==> config.mk <==
export PLATFORM = sky130hd
export DESIGN_NAME = alert_status_ctrl
export DESIGN_NICKNAME = d
export VERILOG_FILES = /design/src/rtl/asc_pkg.sv /design/src/rtl/asc_sticky_bank.sv /design/src/rtl/asc_shared_src.sv /design/src/rtl/asc_alert_merge.sv /design/src/rtl/alert_status_ctrl.sv
export SDC_FILE = /design/constraint.sdc
export NUM_CORES = 1
export LEC_CHECK = 0
export BUFFER_PORTS_ARGS = -buffer_cell sky130_fd_sc_hd__clkbuf_2
export CORE_ASPECT_RATIO = 1.4
export CORE_UTILIZATION = 25
export CTS_BUF_LIST = sky130_fd_sc_hd__clkbuf_4
export CTS_CLUSTER_DIAMETER = 50
export DETAILED_ROUTE_END_ITERATION = 7
export PLACE_DENSITY_LB_ADDON = 0.08
export SLEW_MARGIN = 20
export SYNTH_ARGS = -nofsm -noshare
export SYNTH_HDL_FRONTEND = slang
export SYNTH_HIERARCHICAL = 1
export SYNTH_SLANG_ARGS = --single-unit
export TNS_END_PERCENT = 10
==> constraint.sdc <==
create_clock -name clk -period 4.72 [get_ports clk]
set_clock_uncertainty 0.15 [all_clocks]
set_input_delay 0.944 -clock clk [delete_from_list [all_inputs] [get_ports clk]]
set_output_delay 0.944 -clock clk [all_outputs]
set_load 0.02 [all_outputs]
==> src/rtl/asc_pkg.sv <==
package asc_pkg;
    localparam int REG_W   = 8;
    localparam int SHR_BIT = 5;

    typedef enum logic [1:0] {
        ADR_STAT1 = 2'd0,
        ADR_STAT2 = 2'd1,
        ADR_MASK1 = 2'd2,
        ADR_MASK2 = 2'd3
    } asc_addr_e;

    typedef enum logic [1:0] {
        SHR_FAN   = 2'd0,
        SHR_THERM = 2'd1,
        SHR_GPIO  = 2'd2,
        SHR_SPARE = 2'd3
    } asc_shr_e;

    typedef struct packed {
        logic [REG_W-1:0] mask1;
        logic [REG_W-1:0] mask2;
        logic [REG_W-1:0] rdata;
        logic             ovt;
    } asc_regs_t;
endpackage

==> src/rtl/asc_sticky_bank.sv <==
module asc_sticky_bank #(
    parameter int W = 8
) (
    input  logic         clk,
    input  logic         rst_n,
    input  logic [W-1:0] fault_i,
    input  logic         rd_clr_i,
    output logic [W-1:0] flag_o
);
    typedef struct packed {
        logic [W-1:0] flag;
    } bank_t;

    bank_t st_d, st_q;

    always_comb begin
        st_d = st_q;
        // a live fault always wins over a release by read
        st_d.flag = fault_i | (rd_clr_i ? '0 : st_q.flag);
    end

    always_ff @(posedge clk) begin
        if (!rst_n) st_q <= '0;
        else        st_q <= st_d;
    end

    assign flag_o = st_q.flag;
endmodule

==> src/rtl/asc_shared_src.sv <==
module asc_shared_src
    import asc_pkg::*;
(
    input  logic [1:0] mode_i,
    input  logic       fan_i,
    input  logic       therm_i,
    input  logic       gpio_i,
    output logic       src_o
);
    asc_shr_e mode;
    assign mode = asc_shr_e'(mode_i);

    always_comb begin
        unique case (mode)
            SHR_THERM: src_o = therm_i;
            SHR_GPIO:  src_o = gpio_i;
            default:   src_o = fan_i;
        endcase
    end
endmodule

==> src/rtl/asc_alert_merge.sv <==
module asc_alert_merge #(
    parameter int W1 = 7,
    parameter int W2 = 8
) (
    input  logic [W1-1:0] flag1_i,
    input  logic [W2-1:0] flag2_i,
    input  logic [W1:0]   mask1_i,
    input  logic [W2-1:0] mask2_i,
    output logic          alert_req_o
);
    logic [W1-1:0] hit1;
    logic [W2-1:0] hit2;
    logic          grp2_on;

    assign hit1        = flag1_i & ~mask1_i[W1-1:0];
    assign hit2        = flag2_i & ~mask2_i;
    assign grp2_on     = ~mask1_i[W1];
    assign alert_req_o = (|hit1) | (grp2_on & (|hit2));
endmodule

==> src/rtl/alert_status_ctrl.sv <==
module alert_status_ctrl
    import asc_pkg::*;
#(
    parameter int DW = REG_W,
    parameter int SB = SHR_BIT
) (
    input  logic          clk,
    input  logic          rst_n,
    input  logic [DW-2:0] lim1_i,
    input  logic [DW-1:0] lim2_i,
    input  logic          ovt_i,
    input  logic          gpio_evt_i,
    input  logic [1:0]    pin_mode_i,
    input  logic [1:0]    reg_addr_i,
    input  logic          reg_wr_i,
    input  logic          reg_rd_i,
    input  logic [DW-1:0] reg_wdata_i,
    output logic [DW-1:0] reg_rdata_o,
    output logic          alert_n_o,
    output logic          ovt_flag_o
);
    localparam int N1 = DW - 1;

    asc_regs_t      st_d, st_q;
    asc_addr_e      addr;
    logic [N1-1:0]  stat1_q;
    logic [DW-1:0]  stat2_q;
    logic [DW-1:0]  src2;
    logic           shr_src;
    logic           rd_stat1, rd_stat2;
    logic [DW-1:0]  stat1_view;
    logic [DW-1:0]  mask1_q, mask2_q;
    logic           alert_req;

    assign addr     = asc_addr_e'(reg_addr_i);
    assign rd_stat1 = reg_rd_i && (addr == ADR_STAT1);
    assign rd_stat2 = reg_rd_i && (addr == ADR_STAT2);

    asc_shared_src u_shr (
        .mode_i  (pin_mode_i),
        .fan_i   (lim2_i[SB]),
        .therm_i (ovt_i),
        .gpio_i  (gpio_evt_i),
        .src_o   (shr_src)
    );

    always_comb begin
        src2     = lim2_i;
        src2[SB] = shr_src;
    end

    asc_sticky_bank #(.W(N1)) u_bank1 (
        .clk      (clk),
        .rst_n    (rst_n),
        .fault_i  (lim1_i),
        .rd_clr_i (rd_stat1),
        .flag_o   (stat1_q)
    );

    asc_sticky_bank #(.W(DW)) u_bank2 (
        .clk      (clk),
        .rst_n    (rst_n),
        .fault_i  (src2),
        .rd_clr_i (rd_stat2),
        .flag_o   (stat2_q)
    );

    assign stat1_view = {|stat2_q, stat1_q};

    always_comb begin
        st_d     = st_q;
        st_d.ovt = ovt_i;
        if (reg_rd_i) begin
            unique case (addr)
                ADR_STAT1: st_d.rdata = stat1_view;
                ADR_STAT2: st_d.rdata = stat2_q;
                ADR_MASK1: st_d.rdata = st_q.mask1;
                default:   st_d.rdata = st_q.mask2;
            endcase
        end
        if (reg_wr_i) begin
            if (addr == ADR_MASK1) st_d.mask1 = reg_wdata_i;
            if (addr == ADR_MASK2) st_d.mask2 = reg_wdata_i;
        end
    end

    always_ff @(posedge clk) begin
        if (!rst_n) st_q <= '0;
        else        st_q <= st_d;
    end

    assign mask1_q = st_q.mask1;
    assign mask2_q = st_q.mask2;

    asc_alert_merge #(.W1(N1), .W2(DW)) u_merge (
        .flag1_i     (stat1_q),
        .flag2_i     (stat2_q),
        .mask1_i     (mask1_q),
        .mask2_i     (mask2_q),
        .alert_req_o (alert_req)
    );

    assign alert_n_o   = ~alert_req;
    assign reg_rdata_o = st_q.rdata;
    assign ovt_flag_o  = st_q.ovt;
endmodule

==> impl_metrics.tcl <==
set metrics [dict create \
    min_path_cells 2 \
    final_layout_size_suffix_gt1_frac 0.2444 \
    setup.worst_path.start_class "register" \
    detailedRoute.firstIterationViolations 72 \
    worst_ir_drop_vdd_v 0.0001403 \
    clk_pin_slew_worst_paths_ns 0.11 \
    failed_checks "DRC" \
    synth-main-ff-cell "dfxtp_1" \
    filler_cell_count 820 \
    die_area_um2 7842 \
    gp_routability_congestion 0.7640 \
    count_of_mapped_cells_out_of_synthesis 184 \
    syn_area_per_cell_um2 10.17 \
    design.final.nets 260 \
    share_of_flip_flops_with_an_asynchronous_set_or_reset 0 \
    synth-seq-cells 40 \
    leading_cell_types_by_total_area_after_synthesis "dfxtp_1 (43%), nor2b_1 (10%), mux2i_1 (9.1%), mux4_2 (6.0%), o21a_1 (6.0%)" \
    remaining_antenna_violation_count_after_routing 0 \
    period_share 0.5524 \
    critPathRequiredTime_ns 3.63 \
    minimum_setup_slack_among_reg_to_reg_paths_ns 3.44 \
    post-synth-top-count-cell "dfxtp_1" \
    hold_path.class "reg2reg" \
    period_minus_slack_ns 2.608 \
    first_pass_grt_wire_length_um 7500 \
    synth-edff-count 0 \
    synth_seq_area_share 0.4278 \
    wirelength_um 4676 \
    synthesis.area_um2 1872 \
    grt-ovfl-total 0 \
    grt_util_met2 0.2079 \
    cts_hold_buffers 0 \
    yosys.cell_types.count 29 \
    postLayoutCellArea_um2 2207 \
    report.final.hold_viol_count 0 \
    number_of_global_route_vias_before_repair 1385 \
    worst_path_dominant_cell_family "flip-flops" \
    crit_path_cell_trace "inv_1 > o22ai_1 > nor4_1 > o211ai_1 > inv_1 > clkbuf_2" \
    number_of_buffers_added_on_ports 42 \
    final.setup.tns_ns 0 \
    floorplan.initialDensity 0.2559 \
    grt_busiest_layer "met2" \
    ys_top_cells_by_count "dfxtp_1 (40), nor2b_1 (31), inv_1 (18), mux2i_1 (17)" \
    final-instance-count-excl-fill 322 \
    worstSkewPairLatency_ns 0.33 \
    worst_flop_to_flop_path_startpoint "u_bank2/flag_o[0]" \
    vias 1407 \
    synthesis.nets 219 \
    run_status "finished with violations" \
    antenna-diode-count 0 \
    root_buffer "clkbuf_4" \
    critical_path.most_common_cell "inv_1" \
    min_from "reg_rdata_o[1]" \
    whs_endpoint "reg_rdata_o[1]" \
    critical_path.reg2reg.endpoint "reg_rdata_o[0]" \
    cp-end-kind "primary output" \
    dp_cells 315 \
    routed_wire_length_per_instance_um 14.52 \
    crit_path_slowest_cell "dfxtp_1" \
    grt_setup_unrepaired "false" \
    worstSetupPathType "reg2out" \
    die_span_x_um 75.13 \
    cts-buffers-inserted 5 \
    worst_path_maximum_fanout 4 \
    worstPathArrival_ns 1.51 \
    cp.buffers_inverters 3 \
    io-pin-count 43 \
    cp_slowest_stage_delay_ns 0.38 \
    clock_path_buffers 2 \
    tritoncts "built" \
    placement_rows 37 \
    die_h_um 104.4 \
    grt_start_max_net_pins 42 \
    grt_antenna_before_repair 0 \
    htreeDepth 2 \
    post_cts_resized 0 \
    drv.max_cap_violation_count 0 \
    synth.top_cell.area_share 0.4278 \
    fmaxAchievable_mhz 383.5 \
    final_max_slew_viol_count 0 \
    synth_top_area_cell "dfxtp_1" \
    area.growth.synth_to_final_pct 17.91 \
    use_met1 0.1681 \
    rr_worst_depth 3 \
    clock-sinks 40 \
    grt_util_met3 0.02713 \
    core-area_um2 7315 \
    detail_route.vias_per_cell 4.370 \
    power.density_cell_area_nw_per_um2 282.0 \
    post-cts-setup-buffer-count 0 \
    dr.pass1.iters 6 \
    worstMarginPinSlew_ns 0.7827 \
    dp_hpwl_um 3474 \
    setup_viol 0 \
    synth.yosys.warnings 6 \
    worst_slew_margin_rel 0.4771 \
    placed_area_um2 2162 \
    leakagePower_nw 1.033 \
    global_route.usage.total 0.1289 \
    post-route-drc-count 2 \
]
worst reg2reg max path, cell delays in order, from the launching register on:
cell and delay [ns]:
dfxtp_1 0.37, mux4_1 0.53, nand2_1 0.09, nand2_1 0.04
flip-flops by register name, indices dropped and copies added (netlist names):
name            count
ovt_flag_o          1
mask1_q             8
reg_rdata_o         8
mask2_q             8
u_bank2/flag_o      8
u_bank1/flag_o      7
worst max path at each step:
| stage | start | cells after the start | slack (ns) | end |
|---|---|---|---|---|
| floorplan | reg_rd_i | 4 | 2.55 | u_bank1/flag_o[0] |
| global placement | reg_addr_i[0] | 4 | 2.15 | u_bank1/flag_o[3] |
| detailed placement | reg_addr_i[0] | 4 | 2.16 | u_bank1/flag_o[2] |
| CTS | u_bank2/flag_o[2] | 6 | 2.06 | alert_n_o |
| global route | mask1_q[2] | 5 | 1.98 | alert_n_o |
| finish | u_bank2/flag_o[6] | 6 | 2.11 | alert_n_o |
power breakdown:
| group | switching [mW] | internal, mW |
|---|---|---|
| clock network | 0.105 | 0.0522 |
| registers | 0.0160 | 0.356 |
| logic | 0.0449 | 0.0488 |
cell usage in the layout (no fill, tap or decap):
| cell | Yosys | layout |
|---|---|---|
| a211oi_2 | 1 | 1 |
| a21o_1 | 1 | 1 |
| a221oi_1 | 1 | 1 |
| a222oi_1 | 1 | 1 |
| a22oi_1 | 1 | 1 |
| and2_1 | 2 | 2 |
| and3b_2 | 1 | 1 |
| and4b_1 | 1 | 1 |
| clkbuf_2 | 1 | 42 |
| clkbuf_4 | 0 | 5 |
| clkinv_1 | 0 | 2 |
| dfxtp_1 | 40 | 40 |
| ha_1 | 2 | 2 |
| inv_1 | 18 | 18 |
| mux2i_1 | 17 | 17 |
| mux4_1 | 2 | 2 |
| mux4_2 | 5 | 5 |
| nand2_1 | 15 | 15 |
| nand3_4 | 1 | 1 |
| nand3b_1 | 8 | 8 |
| nor2b_1 | 31 | 31 |
| nor3b_1 | 2 | 2 |
| nor4_1 | 3 | 3 |
| o211ai_1 | 1 | 1 |
| o21a_1 | 15 | 15 |
| o21ai_0 | 1 | 1 |
| o21ai_1 | 1 | 1 |
| o22ai_1 | 5 | 5 |
final cells by class:
type                    count  area, um2  share of cell area
flip-flops and latches     40      800.8              0.3628
multi-input cells         118      962.2              0.4359
clock buffers               5      37.54             0.01701
well taps                  97      121.4             0.05499
clock inverters             2      7.507            0.003401
repair buffers             42      210.2             0.09524
inverters                  18      67.56             0.03061
per-stage QoR:
step | total power [mW] | setup slack, ns | utilization | hold slack, ns
2_1_floorplan | 0.4373 | 2.548 | - | 0.3501
5_1_grt | 0.6623 | 1.984 | 0.3017 | 0.3422
3_5_place_dp | 0.4754 | 2.164 | 0.2956 | 0.3081
6_report | 0.6225 | 2.113 | 0.3017 | 0.3232
3_3_place_gp | 0.4756 | 2.145 | 0.2956 | 0.3104
4_1_cts | 0.6413 | 2.063 | 0.3017 | 0.3282
cell families after synthesis:
family / count (synthesis) / synth area share
fa+ha+maj: 2 / 0.01337
compound gates: 28 / 0.1110
flops: 40 / 0.4278
buf+inv: 26 / 0.05815
simple gates: 64 / 0.2106
mux: 24 / 0.1791
routing by layer:
layer / vias up / wire (um)
met1: 650 / 2156
met2: 40 / 2271
met4: 0 / 59
li1: 713 / -
met3: 4 / 189
met5: - / 0
(Power assumes the default switching activity.)
